`config.mk`:
```
export PLATFORM = sky130hd
export DESIGN_NAME = ea_gen
export DESIGN_NICKNAME = d
export VERILOG_FILES = /design/src/rtl/ea_gen_pkg.sv /design/src/rtl/ea_gen_dext.sv /design/src/rtl/ea_gen_calc.sv /design/src/rtl/ea_gen.sv
export SDC_FILE = /design/constraint.sdc
export NUM_CORES = 1
export LEC_CHECK = 0
export BUFFER_PORTS_ARGS = -buffer_cell sky130_fd_sc_hd__buf_2
export CAP_MARGIN = 20
export CORE_MARGIN = 1
export CORE_UTILIZATION = 35
export CTS_CLUSTER_SIZE = 20
export DETAILED_ROUTE_END_ITERATION = 16
export GPL_ROUTABILITY_DRIVEN = 0
export PLACE_DENSITY = 0.65
export REMOVE_ABC_BUFFERS = 1
export SLEW_MARGIN = 40
export SYNTH_ARGS = -nofsm -noshare
export SYNTH_HDL_FRONTEND = slang
export SYNTH_SLANG_ARGS = --single-unit
```
`constraint.sdc`:
```
create_clock -name clk -period 2.2 [get_ports clk]
set_input_delay 0.11 -clock clk [delete_from_list [all_inputs] [get_ports clk]]
set_output_delay 0.11 -clock clk [all_outputs]
set_load 0.03 [all_outputs]
```
`src/rtl/ea_gen_pkg.sv`:
```
package ea_gen_pkg;

    typedef enum logic [2:0] {
        MD_PCREL    = 3'd0,
        MD_ABS      = 3'd1,
        MD_ABS_IND  = 3'd2,
        MD_CIDX     = 3'd3,
        MD_CIDX_IND = 3'd4,
        MD_AUTO     = 3'd5,
        MD_RIDX     = 3'd6,
        MD_RIDX_IND = 3'd7
    } mode_e;

    typedef enum logic [1:0] {
        PR_X = 2'd0,
        PR_Y = 2'd1,
        PR_S = 2'd2,
        PR_P = 2'd3
    } preg_e;

    typedef enum logic [1:0] {
        AK_PRE_INC  = 2'd0,
        AK_PRE_DEC  = 2'd1,
        AK_POST_INC = 2'd2,
        AK_POST_DEC = 2'd3
    } akind_e;

    typedef enum logic {
        PH_IDLE  = 1'b0,
        PH_FETCH = 1'b1
    } phase_e;

endpackage

```
`src/rtl/ea_gen_dext.sv`:
```
module ea_gen_dext #(
    parameter int unsigned DW = 32,
    parameter int unsigned AW = 24
) (
    input  logic [DW-1:0] dval,
    input  logic [2:0]    dsel,
    output logic [AW-1:0] dext
);
    // registers 2..5 carry signed offsets
    logic is_signed;
    assign is_signed = (dsel >= 3'd2) && (dsel <= 3'd5);

    generate
        if (AW > DW) begin : g_pad
            localparam int unsigned PAD = AW - DW;
            assign dext = {{PAD{is_signed & dval[DW-1]}}, dval};
        end else begin : g_cut
            assign dext = dval[AW-1:0];
            // upper bits only matter for the extension rule, which truncation discards
            logic unused_hi;
            assign unused_hi = ^{is_signed, dval};
        end
    endgenerate

endmodule

```
`src/rtl/ea_gen_calc.sv`:
```
module ea_gen_calc
    import ea_gen_pkg::*;
#(
    parameter int unsigned AW     = 24,
    parameter int unsigned DISP_W = 16
) (
    input  logic [2:0]    mode,
    input  logic [1:0]    idx_sel,
    input  logic [1:0]    auto_kind,
    input  logic [1:0]    step_code,
    input  logic [AW-1:0] offset,
    input  logic [AW-1:0] reg_x,
    input  logic [AW-1:0] reg_y,
    input  logic [AW-1:0] reg_s,
    input  logic [AW-1:0] reg_p,
    input  logic [AW-1:0] dext,
    output logic          legal,
    output logic          indirect,
    output logic [AW-1:0] addr,
    output logic          wb_en,
    output logic [1:0]    wb_sel,
    output logic [AW-1:0] wb_val
);
    localparam int unsigned DPAD = AW - DISP_W;

    mode_e         md;
    preg_e         ps;
    akind_e        ak;
    logic [AW-1:0] base;
    logic [AW-1:0] disp_ext;
    logic [AW-1:0] step;
    logic [AW-1:0] stepped;
    logic          s_bad_kind;

    always_comb begin
        md = mode_e'(mode);
        ps = preg_e'(idx_sel);
        ak = akind_e'(auto_kind);

        unique case (ps)
            PR_X:    base = reg_x;
            PR_Y:    base = reg_y;
            PR_S:    base = reg_s;
            default: base = reg_p;
        endcase

        disp_ext = {{DPAD{offset[DISP_W-1]}}, offset[DISP_W-1:0]};
        step     = AW'(step_code) + AW'(1);
        if ((ak == AK_PRE_DEC) || (ak == AK_POST_DEC)) begin
            stepped = base - step;
        end else begin
            stepped = base + step;
        end
        s_bad_kind = (ps == PR_S) && ((ak == AK_PRE_INC) || (ak == AK_POST_DEC));

        legal    = 1'b1;
        indirect = 1'b0;
        addr     = '0;
        wb_en    = 1'b0;
        wb_sel   = 2'd0;
        wb_val   = '0;

        unique case (md)
            MD_PCREL: begin
                addr = reg_p + disp_ext;
            end
            MD_ABS: begin
                addr = offset;
            end
            MD_ABS_IND: begin
                addr     = offset;
                indirect = 1'b1;
            end
            MD_CIDX: begin
                addr = base + offset;
            end
            MD_CIDX_IND: begin
                addr     = base + offset;
                indirect = 1'b1;
            end
            MD_AUTO: begin
                legal = (ps != PR_P) && !s_bad_kind;
                if ((ak == AK_PRE_INC) || (ak == AK_PRE_DEC)) begin
                    addr = stepped;
                end else begin
                    addr = base;
                end
                wb_en  = 1'b1;
                wb_sel = idx_sel;
                wb_val = stepped;
            end
            MD_RIDX: begin
                legal = (ps != PR_P);
                addr  = base + dext;
            end
            default: begin
                legal    = (ps == PR_X) || (ps == PR_Y);
                addr     = base + dext;
                indirect = 1'b1;
            end
        endcase
    end

endmodule

```
`src/rtl/ea_gen.sv`:
```
module ea_gen
    import ea_gen_pkg::*;
#(
    parameter int unsigned AW     = 24,
    parameter int unsigned DW     = 32,
    parameter int unsigned DISP_W = 16
) (
    input  logic          clk,
    input  logic          rst_n,
    input  logic          start,
    input  logic [2:0]    mode,
    input  logic [1:0]    idx_sel,
    input  logic [2:0]    dreg_sel,
    input  logic [1:0]    auto_kind,
    input  logic [1:0]    step_code,
    input  logic [AW-1:0] offset,
    input  logic [AW-1:0] reg_x,
    input  logic [AW-1:0] reg_y,
    input  logic [AW-1:0] reg_s,
    input  logic [AW-1:0] reg_p,
    input  logic [DW-1:0] dreg_val,
    input  logic          mem_ack,
    input  logic [AW-1:0] mem_rdata,
    output logic          done,
    output logic [AW-1:0] ea,
    output logic          illegal,
    output logic          wb_en,
    output logic [1:0]    wb_sel,
    output logic [AW-1:0] wb_val,
    output logic          mem_req,
    output logic [AW-1:0] mem_addr
);
    typedef struct packed {
        phase_e        phase;
        logic          done;
        logic [AW-1:0] ea;
        logic          ill;
        logic          wb_en;
        logic [1:0]    wb_sel;
        logic [AW-1:0] wb_val;
        logic          req;
        logic [AW-1:0] maddr;
    } st_t;

    st_t st_d, st_q;

    logic [AW-1:0] dext;
    logic          c_legal;
    logic          c_ind;
    logic [AW-1:0] c_addr;
    logic          c_wb_en;
    logic [1:0]    c_wb_sel;
    logic [AW-1:0] c_wb_val;

    ea_gen_dext #(.DW(DW), .AW(AW)) u_dext (
        .dval (dreg_val),
        .dsel (dreg_sel),
        .dext (dext)
    );

    ea_gen_calc #(.AW(AW), .DISP_W(DISP_W)) u_calc (
        .mode      (mode),
        .idx_sel   (idx_sel),
        .auto_kind (auto_kind),
        .step_code (step_code),
        .offset    (offset),
        .reg_x     (reg_x),
        .reg_y     (reg_y),
        .reg_s     (reg_s),
        .reg_p     (reg_p),
        .dext      (dext),
        .legal     (c_legal),
        .indirect  (c_ind),
        .addr      (c_addr),
        .wb_en     (c_wb_en),
        .wb_sel    (c_wb_sel),
        .wb_val    (c_wb_val)
    );

    always_comb begin
        st_d      = st_q;
        st_d.done = 1'b0;
        unique case (st_q.phase)
            PH_IDLE: begin
                if (start) begin
                    st_d.ea     = '0;
                    st_d.ill    = 1'b0;
                    st_d.wb_en  = 1'b0;
                    st_d.wb_sel = 2'd0;
                    st_d.wb_val = '0;
                    if (!c_legal) begin
                        st_d.done = 1'b1;
                        st_d.ill  = 1'b1;
                    end else if (c_ind) begin
                        st_d.phase = PH_FETCH;
                        st_d.req   = 1'b1;
                        st_d.maddr = c_addr;
                    end else begin
                        st_d.done = 1'b1;
                        st_d.ea   = c_addr;
                        if (c_wb_en) begin
                            st_d.wb_en  = 1'b1;
                            st_d.wb_sel = c_wb_sel;
                            st_d.wb_val = c_wb_val;
                        end
                    end
                end
            end
            default: begin
                if (mem_ack) begin
                    st_d.phase = PH_IDLE;
                    st_d.req   = 1'b0;
                    st_d.done  = 1'b1;
                    st_d.ea    = mem_rdata;
                end
            end
        endcase
    end

    always_ff @(posedge clk or negedge rst_n) begin
        if (!rst_n) begin
            st_q <= '0;
        end else begin
            st_q <= st_d;
        end
    end

    assign done     = st_q.done;
    assign ea       = st_q.ea;
    assign illegal  = st_q.ill;
    assign wb_en    = st_q.wb_en;
    assign wb_sel   = st_q.wb_sel;
    assign wb_val   = st_q.wb_val;
    assign mem_req  = st_q.req;
    assign mem_addr = st_q.maddr;

    AST_REQ_HOLD: assert property (@(posedge clk) disable iff (!rst_n)
        mem_req && !mem_ack |=> mem_req && $stable(mem_addr));
    AST_REQ_RELEASE: assert property (@(posedge clk) disable iff (!rst_n)
        mem_req && mem_ack |=> !mem_req && done);
    AST_DONE_NO_REQ: assert property (@(posedge clk) disable iff (!rst_n)
        done |-> !mem_req);
    AST_ILLEGAL_QUIET: assert property (@(posedge clk) disable iff (!rst_n)
        illegal |-> !wb_en && !mem_req && (ea == '0));
    AST_WB_NOT_P: assert property (@(posedge clk) disable iff (!rst_n)
        wb_en |-> (wb_sel != 2'd3));
    AST_EA_HELD: assert property (@(posedge clk) disable iff (!rst_n)
        !done && !$past(start) |-> $stable(ea) && $stable(wb_val));

endmodule

```
# After elaboration in Yosys (flattened, before gate mapping)
# Cells that the tools add are included.
[totals] in_bits=192 word_cells=73 ff_bits=79 output_inout_bits=78
[op_classes] eq_ne=13 mux=23 add_sub_neg=6 reduce_logical=20 n_bitwise=2
[ops] cell="24-bit adder" count=4
[ops] cell="24-bit 2-to-1 mux" count=4
[ops] cell="24-bit case mux with 4 select lines" count=1
[ops] cell="79-bit 2-to-1 mux" count=1
[ops] cell="24-bit case mux with 3 select lines" count=1
[ops] cell="27-bit 2-to-1 mux" count=2
[ops] cell="26-bit 2-to-1 mux" count=2
[ops] cell="52-bit 2-to-1 mux" count=1
[ops] cell="25-bit 2-to-1 mux" count=2
[ops] cell="24-bit subtractor" count=1
[ops] cell="5-bit OR reduction" count=2
[ops] cell="3-bit == test, second input constant" count=3
[ops] cell="4-bit AND reduction" count=2
[ops] cell="1-bit 2-to-1 mux" count=7
[ops] cell="3-bit by 2-bit == test with 1-bit output, second input constant" count=2
[ops] cell="2-bit by 1-bit == test with 1-bit output, second input constant" count=2
[ops] cell="2-bit == test, second input constant" count=2
[ops] cell="2-bit logical NOT" count=2
[ops] cell="1-bit logical OR" count=4
[ops] cell="2-bit != test, second input constant" count=2
[ops] cell="2-bit AND reduction" count=2
[ops] cell="2-bit nonzero test" count=2
[ops] cell="2-bit OR reduction" count=2
[ops] cell="2-bit by 1-bit adder with 3-bit output, second input constant" count=1
[ops] cell="8 further kinds" count=10

# Longest topological paths before layout
# Gate-level depths: netlist of run 1.
[logic_depth] word_depth=10 ltp_mapped=16 depth_no_buf=15

# By module
# Synthesis of run 1 repeated with hierarchy kept, for this count alone.
[unflattened] cells_unflattened=1072 hier_area_um2=9506.6
[modules_own_cells] module="ea_gen_calc" cells_each=763 area_per_inst_um2=5636.7 n_inst=1
[modules_own_cells] module="ea_gen" cells_each=285 area_per_inst_um2=3689.8 n_inst=1
[modules_own_cells] module="ea_gen_dext" cells_each=24 area_per_inst_um2=180.2 n_inst=1

# Worst setup path before layout of run 1
# OpenSTA, ideal clock, no wires.
[synth_timing] path_type="input to register" start="input port mode[1]" end="register st_q, in the netlist mem_addr[10]" path_slack_ns=-1.694 path_buffers=3 arrival_time_ns=3.770 stages=16 path_cell_list="buf_2 or2_1 buf_2 mux2i_4 clkbuf_1 mux2_2 ha_1 fa_1 a211oi_1 nor3_1 or2_2 a21o_1 a21oi_1 xor2_1 a22oi_1 mux2_2"
[synth_via] elab_chain_cells=4
[synth_rtl] item="start, declared" line="ea_gen.sv:11" rtl="input logic [2:0] mode,"
[synth_rtl] item="3-bit by 1-bit == test with 1-bit output (tied with other cells)" line="ea_gen_calc.sv:63" rtl="unique case (md)"
[synth_rtl] item="5-bit OR reduction (no source line)"
[synth_rtl] item="1-bit case mux with 3 select lines or 1-bit inverter (tied branches)"
[synth_rtl] item="4-bit AND reduction (no source line)"
[synth_rtl] item="end signal, assigned" line="ea_gen.sv:124" rtl="st_q <= st_d;"
[synth_rtl] item="end, declared" line="ea_gen.sv:45" rtl="st_t st_d, st_q;"
# Parallel ways exist; a longest one is shown, timed or not.
# A chain may end at the register's enable or synchronous reset.

# Worst setup path after layout of run 1
[layout_timing] start="input port mode[2]" end="register st_q, in the netlist mem_addr[20]"
# Same word-level chain as after synthesis.

==> results.json, run 1 <==
{
  "yosysWarningCount": 0,
  "io_pins": 270,
  "synth_compound_area_share_pct": 26.7,
  "status": "complete, but fails checks",
  "synth_area_mm2": 0.00912,
  "violations": "negative setup slack",
  "synthFlopType": "dfrtp_1",
  "cts.htree.levels": 3,
  "cellLeakagePower_nw": 7.33,
  "cts_root_buffer": "clkbuf_16",
  "end_kind": "register",
  "path_cells": "buf_2 > clkinv_1 > mux2i_4 > buf_6 > mux2_4 > ha_4 > nand2_4 > o211ai_1 > o21bai_4 > buf_6 > a2111oi_4 > buf_4 > buf_6 > nor3_2 > nor3_2 > a21oi_1 > a21oi_1",
  "setup_ws_ns": -0.918,
  "critPathKind": "primary input to register",
  "drv_slew": 0,
  "cp_common_cell": "buf_6",
  "area_delta_synth_final_pct": 71.4,
  "drt-met1-wl_um": 17500,
  "cp_slowest_cell": "o211ai_1",
  "dr_total_vias": 11800,
  "layout.nets": 1898,
  "synth_largest_area_cell": "dfrtp_1",
  "clkSinkCount": 79,
  "grtUsageTotal_pct": 30.7,
  "die_w_um": 163,
  "min_path_type": "primary input to register",
  "met2_length_um": 20500,
  "first_pass_iters": 8,
  "antenna_found_initial": 1,
  "final_core_util_pct": 61.5,
  "synth_commonest_cells": "nand2_1 (105), a21oi_1 (99), o21ai_0 (80)",
  "fp-row-count": 58,
  "fin_skew_ns": 0.0131,
  "dp_hpwl_um": 30200,
  "crit_path_start_kind": "primary input",
  "grt_start_max_net_pins": 33,
  "core_mm2": 0.0254,
  "syn_inst": 1089,
  "ys_seq_area_share_pct": 21.7,
  "wl_met3_um": 4340,
  "cp.required_ns": 2.46,
  "num-fill-cells": 1971,
  "cts_buffer_depth": 2,
  "synth_top_family_by_area": "compound AO/OA/AOI/OAI gates",
  "drive_gt1_share_pct": 58.1,
  "finalInstanceArea_mm2": 0.0156,
  "synth_xor_area_share_pct": 5.57,
  "worst-path-buf-inv": 6,
  "p_per_area_mw_per_mm2": 716,
  "finalSetupViolations": 62,
  "ir_worst_vdd_uv": 560,
  "drt_iter0_markers": 1212,
  "top_layer": "met4",
  "wirelength_um": 45100,
  "postSynthRegisterBits": 79,
  "whs_ns": 0.0143,
  "grt_pass1_vias": 11200,
  "drc": 0,
  "slew_headroom_pct": 52.8,
  "period_minus_slack_ns": 3.12,
  "syn_area_per_cell_um2": 8.37,
  "die_h_um": 163,
  "placedInstanceArea_mm2": 0.0126,
  "drv_cap": 0,
  "grt-ovfl-total": 0,
  "muxShareOfSynthArea_pct": 11.0,
  "finalHoldViolCount": 0,
  "synth_edf_count": 0,
  "synthTopCellsByArea": "dfrtp_1 (22%), ha_1 (10%), buf_4 (6.1%)",
  "postSynth.asyncResetShare_pct": 100,
  "yosys.area.top_type_share_pct": 21.7,
  "max_clock_freq_mhz": 321,
  "rsz0062_at_grt": "true",
  "worstSkewPairLatency_ns": 0.34,
  "worst_pin_slew_ns": 0.705,
  "die-area_mm2": 0.0267,
  "initial_core_util_pct": 35.9,
  "cts_tree": "yes",
  "path_clk_slew_ns": 0.06,
  "power_mw": 11.2,
  "cpPeakStageDelay_ns": 0.39,
  "postRouteAntennaNets": 0,
  "reg2reg_setup_slack_ns": 0.20,
  "grt_pass1_wl_um": 62500,
  "synthAdderAreaFrac_pct": 11.5,
  "post-route-period-util_pct": 142,
  "synth_cell_types": 70,
  "crit_fanout": 5,
  "cp.arrival_ns": 3.38,
  "synthSimpleGateAreaFrac_pct": 14.3,
  "via_per_inst": 5.99,
  "port_buffers": 258,
  "cts_buffers": 9,
  "yosysMostFrequentCell": "nand2_1",
  "avgRoutedWirePerCell_um": 22.9,
  "path_delay_family": "compound AO/OA/AOI/OAI gates"
}
-- worst register-to-register path, stage by stage (launching register included) --
cell and delay, ns:
dfrtp_1 0.40, inv_1 0.08, nand2_1 0.14, nor2_1 0.28, nand2_1 0.19, or3_1 0.39
mux2i_1 0.24, a221oi_1 0.09, o21ai_1 0.11
-- registers in the layout (all words and copies together), names as in the netlist --
signal,cells
wb_en,1
wb_sel,2
wb_val,24
ea,24
st_q,1
illegal,1
mem_req,1
mem_addr,24
done,1
-- repair_timing --
action | in CTS | in global routing
endpoints found under the hold margin | 31 | 0
gates cloned | 4 | 0
setup endpoints to repair | 64 | 66
pin swaps | 98 | 142
hold buffers | 2 | 0
resized for setup | 266 | 169
buffers inserted | 48 | 42
-- layout by cell type, fill, tap and decap left out, types with 10 or more instances in the layout --
| cell type | Yosys | layout |
|---|---|---|
| buf_4 | 74 | 323 |
| buf_2 | 12 | 252 |
| nand2_1 | 105 | 97 |
| dfrtp_1 | 79 | 79 |
| nor2_1 | 74 | 63 |
| a21oi_1 | 99 | 62 |
| buf_6 | 0 | 61 |
| ha_4 | 0 | 38 |
| ha_1 | 74 | 36 |
| o21ai_0 | 80 | 32 |
| a22o_1 | 31 | 31 |
| a21oi_2 | 1 | 29 |
| mux4_2 | 24 | 24 |
| xnor2_1 | 36 | 24 |
| o21ai_2 | 0 | 23 |
| a21o_1 | 21 | 21 |
| o21ai_1 | 5 | 20 |
| nand3_1 | 25 | 20 |
| mux2_4 | 0 | 19 |
| inv_1 | 20 | 16 |
| a22oi_1 | 20 | 16 |
| xor2_1 | 22 | 15 |
| nor3_1 | 19 | 14 |
| nand4_1 | 11 | 11 |
| mux2i_1 | 12 | 11 |
| buf_12 | 0 | 11 |
| a211oi_1 | 17 | 10 |
| o21ai_4 | 0 | 10 |
| xnor2_2 | 0 | 10 |
-- cell type report --
cell class / count / area [um^2] / share of cell area (%)
antenna: 1 / 2.50 / 0.0160
timing repair buffer: 655 / 4740 / 30.3
tap: 330 / 413 / 2.64
sequential: 79 / 1980 / 12.7
multi-input combinational: 863 / 8050 / 51.5
inverter: 21 / 88.8 / 0.569
clock inverter: 6 / 116 / 0.745
clock buffer: 10 / 239 / 1.53
-- where the power goes --
part           total [mW]  switching (mW)  internal (mW)  leakage, nW
registers            2.01           0.211           1.80         1.02
logic                7.39            4.03           3.36         6.14
clock network        1.79           0.637           1.15        0.173
-- cells by family (layout without fill, tap and decap cells) --
logic type                 count (synthesis)  after routing
AOI/OAI and AO/OA                        371            371
and+or+nand+nor                          286            286
buffers and inverters                    147            692
adders and majority gates                 83             83
DFF                                       79             79
muxes                                     65             65
xor gates and xnor gates                  58             58
other                                      0              1
-- through the flow --
step / worst slack [ns] / setup TNS (ns) / cells
final: -0.918 / -39.78 / 1965
after global routing: -1.03 / -43.08 / 1965
after global placement: -1.37 / -65.04 / 1878
after CTS: -0.704 / -28.17 / 1942
after detailed placement: -1.44 / -68.95 / 1878
after floorplan: -1.53 / -52.71 / 963
-- final timing paths --
path | start | endpoint | depth (start not counted)
max in group asynchronous | rst_n | ea[5]$_DFFE_PN0P_ | 3
max reg2reg | st_q[78]$_DFF_PN0_ | ea[21]$_DFFE_PN0P_ | 8
max | mode[2] | mem_addr[20]$_DFFE_PN0P_ | 17
min in group asynchronous | rst_n | ea[14]$_DFFE_PN0P_ | 2
min | mem_rdata[3] | ea[3]$_DFFE_PN0P_ | 3
min reg2reg | mem_addr[19]$_DFFE_PN0P_ | mem_addr[19]$_DFFE_PN0P_ | 2
-- layer usage --
metal / GRT usage (%) / vias up
li1: - / 5081
met1: 38.9 / 5642
met2: 50.4 / 833
met3: 4.65 / 210
met4: 16.0 / 0
met5: 0 / -
(Power assumes the default switching activity.)
==> inputs of run 2 (changes only) <==
--- a/config.mk
+++ b/config.mk
@@ -13,7 +13,9 @@
 export DETAILED_ROUTE_END_ITERATION = 16
 export GPL_ROUTABILITY_DRIVEN = 0
 export PLACE_DENSITY = 0.65
+export RECOVER_POWER = 25
 export REMOVE_ABC_BUFFERS = 1
+export SETUP_SLACK_MARGIN = 0.4
 export SLEW_MARGIN = 40
 export SYNTH_ARGS = -nofsm -noshare
 export SYNTH_HDL_FRONTEND = slang
==> run 2 against run 1 <==
Compared with the run above:
- the run still ends with negative setup slack left
- sequential cell count unchanged
- utilization increased by 0.66 points
- critical path depth unchanged
- total power increased by 2.1%
- count of clock-buffer cells in the layout unchanged
- cell count increased by 0.66%
- sequential power about the same
- sequential share of layout area decreased by 0.13 points
- maximum frequency increased by 0.39%
- clock power about the same
- clock skew about the same
==> results.json, run 2 (synthesis results as in run 1) <==
{
  "layout.nets": 1910,
  "cts_tree": "yes",
  "end_kind": "register",
  "grt_start_max_net_pins": 33,
  "post-route-period-util_pct": 141,
  "rsz0062_at_grt": "true",
  "cts_root_buffer": "clkbuf_16",
  "grt_pass1_vias": 11200,
  "drive_gt1_share_pct": 59.2,
  "setup_ws_ns": -0.906,
  "worst_pin_slew_ns": 0.827,
  "grt-ovfl-total": 0,
  "core_mm2": 0.0254,
  "cp_slowest_cell": "mux2_4",
  "port_buffers": 258,
  "finalHoldViolCount": 0,
  "postRouteAntennaNets": 0,
  "clkSinkCount": 79,
  "io_pins": 270,
  "num-fill-cells": 1924,
  "max_clock_freq_mhz": 322,
  "grt_pass1_wl_um": 61900,
  "cellLeakagePower_nw": 7.42,
  "path_cells": "buf_2 > clkinv_1 > mux2i_4 > buf_6 > buf_6 > buf_12 > mux2_4 > ha_4 > o21a_1 > o211ai_1 > o21bai_4 > buf_4 > nor2_4 > o41ai_4 > xor2_1 > a22oi_2 > mux2_4",
  "finalSetupViolations": 63,
  "drt_iter0_markers": 1361,
  "critPathKind": "primary input to register",
  "path_clk_slew_ns": 0.06,
  "final_core_util_pct": 62.2,
  "status": "complete, but fails checks",
  "drv_slew": 0,
  "finalInstanceArea_mm2": 0.0158,
  "reg2reg_from": "st_q[78]$_DFF_PN0_",
  "crit_path_start_kind": "primary input",
  "cp.arrival_ns": 3.32,
  "placed_cells": 1878,
  "die_w_um": 163,
  "path_delay_family": "compound AO/OA/AOI/OAI gates",
  "hold_depth": 3,
  "r2r_cells": 7,
  "period_minus_slack_ns": 3.11,
  "fin_tns_setup_ns": -40.54,
  "min-delay-start": "mem_rdata[3]",
  "worst-path-buf-inv": 6,
  "dr_total_vias": 11900,
  "avgRoutedWirePerCell_um": 23.1,
  "grtUsageTotal_pct": 30.5,
  "mostFrequentLayoutCells": "buf_4 (325), buf_2 (252), nand2_1 (96)",
  "drc": 0,
  "die-area_mm2": 0.0267,
  "cts_buffers": 9,
  "p_per_area_mw_per_mm2": 723,
  "dp_hpwl_um": 30200,
  "cts.htree.levels": 3,
  "die_h_um": 163,
  "reg2reg_setup_slack_ns": 0.20,
  "wirelength_um": 45700,
  "first_pass_iters": 8,
  "cts_buffer_depth": 2,
  "worstSkewPairLatency_ns": 0.35,
  "antenna_found_initial": 2,
  "min_path_type": "primary input to register",
  "cpPeakStageDelay_ns": 0.31,
  "hold_path_end": "ea[3]$_DFFE_PN0P_",
  "fp-row-count": 58,
  "fin_cells": 1978,
  "violations": "negative setup slack",
  "ir_worst_vdd_uv": 556,
  "multi_input_area_mm2": 0.00811,
  "fin_skew_ns": 0.0132,
  "final_common_cell": "buf_4",
  "placedInstanceArea_mm2": 0.0126,
  "drv_cap": 0,
  "cp.required_ns": 2.42,
  "crit_fanout": 4,
  "seq_area_mm2": 0.00198,
  "area_delta_synth_final_pct": 73.2,
  "r2r_end": "mem_addr[14]$_DFFE_PN0P_",
  "via_per_inst": 5.99,
  "slew_headroom_pct": 44.9,
  "initial_core_util_pct": 35.9
}
[run 2: stage by stage]
stage	worst slack [ns]	hold WS (ns)	power (mW)
after floorplan	-1.53	-0.186	4.88
final	-0.906	0.0133	11.4
after global placement	-1.37	0.0785	7.27
after CTS	-0.704	0.00796	10.1
after detailed placement	-1.44	0.0802	7.37
after global routing	-0.976	0.0287	11.8
[run 2: metal layers]
layer | part of all wire (%) | track usage [%] | routed length, um | up-vias
met2 | 45 | 49.9 | 20700 | 884
li1 | - | - | - | 5102
met4 | 6.6 | 16.5 | 3020 | 0
met3 | 9.5 | 4.75 | 4340 | 254
met5 | 0 | 0 | 0 | -
met1 | 39 | 38.3 | 17700 | 5612
[run 2: area by class of cell]
type	count	share of cell area (%)
Sequential cell	79	12.5
Tap cell	330	2.61
Timing Repair Buffer	667	30.7
Multi-Input combinational cell	863	51.3
Antenna cell	2	0.0317
Clock buffer	10	1.51
Clock inverter	6	0.737
Inverter	21	0.578
[run 2: worst max path at each step]
stage                  from                       end  slack [ns]  cells past startpoint
floorplan           mode[1]  mem_addr[10]$_DFFE_PN0P_       -1.53                     13
global placement    mode[1]   mem_addr[8]$_DFFE_PN0P_       -1.37                     14
detailed placement  mode[1]  mem_addr[23]$_DFFE_PN0P_       -1.44                     16
CTS                 mode[0]        ea[18]$_DFFE_PN0P_       -0.70                     15
global route        mode[0]        ea[20]$_DFFE_PN0P_       -0.98                     17
finish              mode[2]  mem_addr[16]$_DFFE_PN0P_       -0.91                     17
[run 2: what timing repair did]
item                                    in CTS  in global routing
endpoints found under the setup margin      68                 67
setup buffers                               43                 33
hold buffers                                 2                  0
endpoints found under the hold margin       31                  0
resized for setup                          274                181
pin swaps                                  100                100
gates cloned                                 4                  0
[run 2: report_power, final]
| part | leakage, nW | switching [mW] | internal (mW) |
|---|---|---|---|
| Combinational | 6.23 | 4.11 | 3.51 |
| Sequential | 1.02 | 0.214 | 1.80 |
| Clock | 0.173 | 0.640 | 1.15 |
| Total | 7.42 | 4.97 | 6.45 |
[run 2: worst reg2reg max path: cells and delay by family (launching register included)]
| family | cells | cell delay (ns) |
|---|---|---|
| DFF | 1 | 0.40 |
| and+or+nand+nor | 3 | 0.77 |
| AOI/OAI and AO/OA | 1 | 0.20 |
| buffers and inverters | 3 | 0.52 |
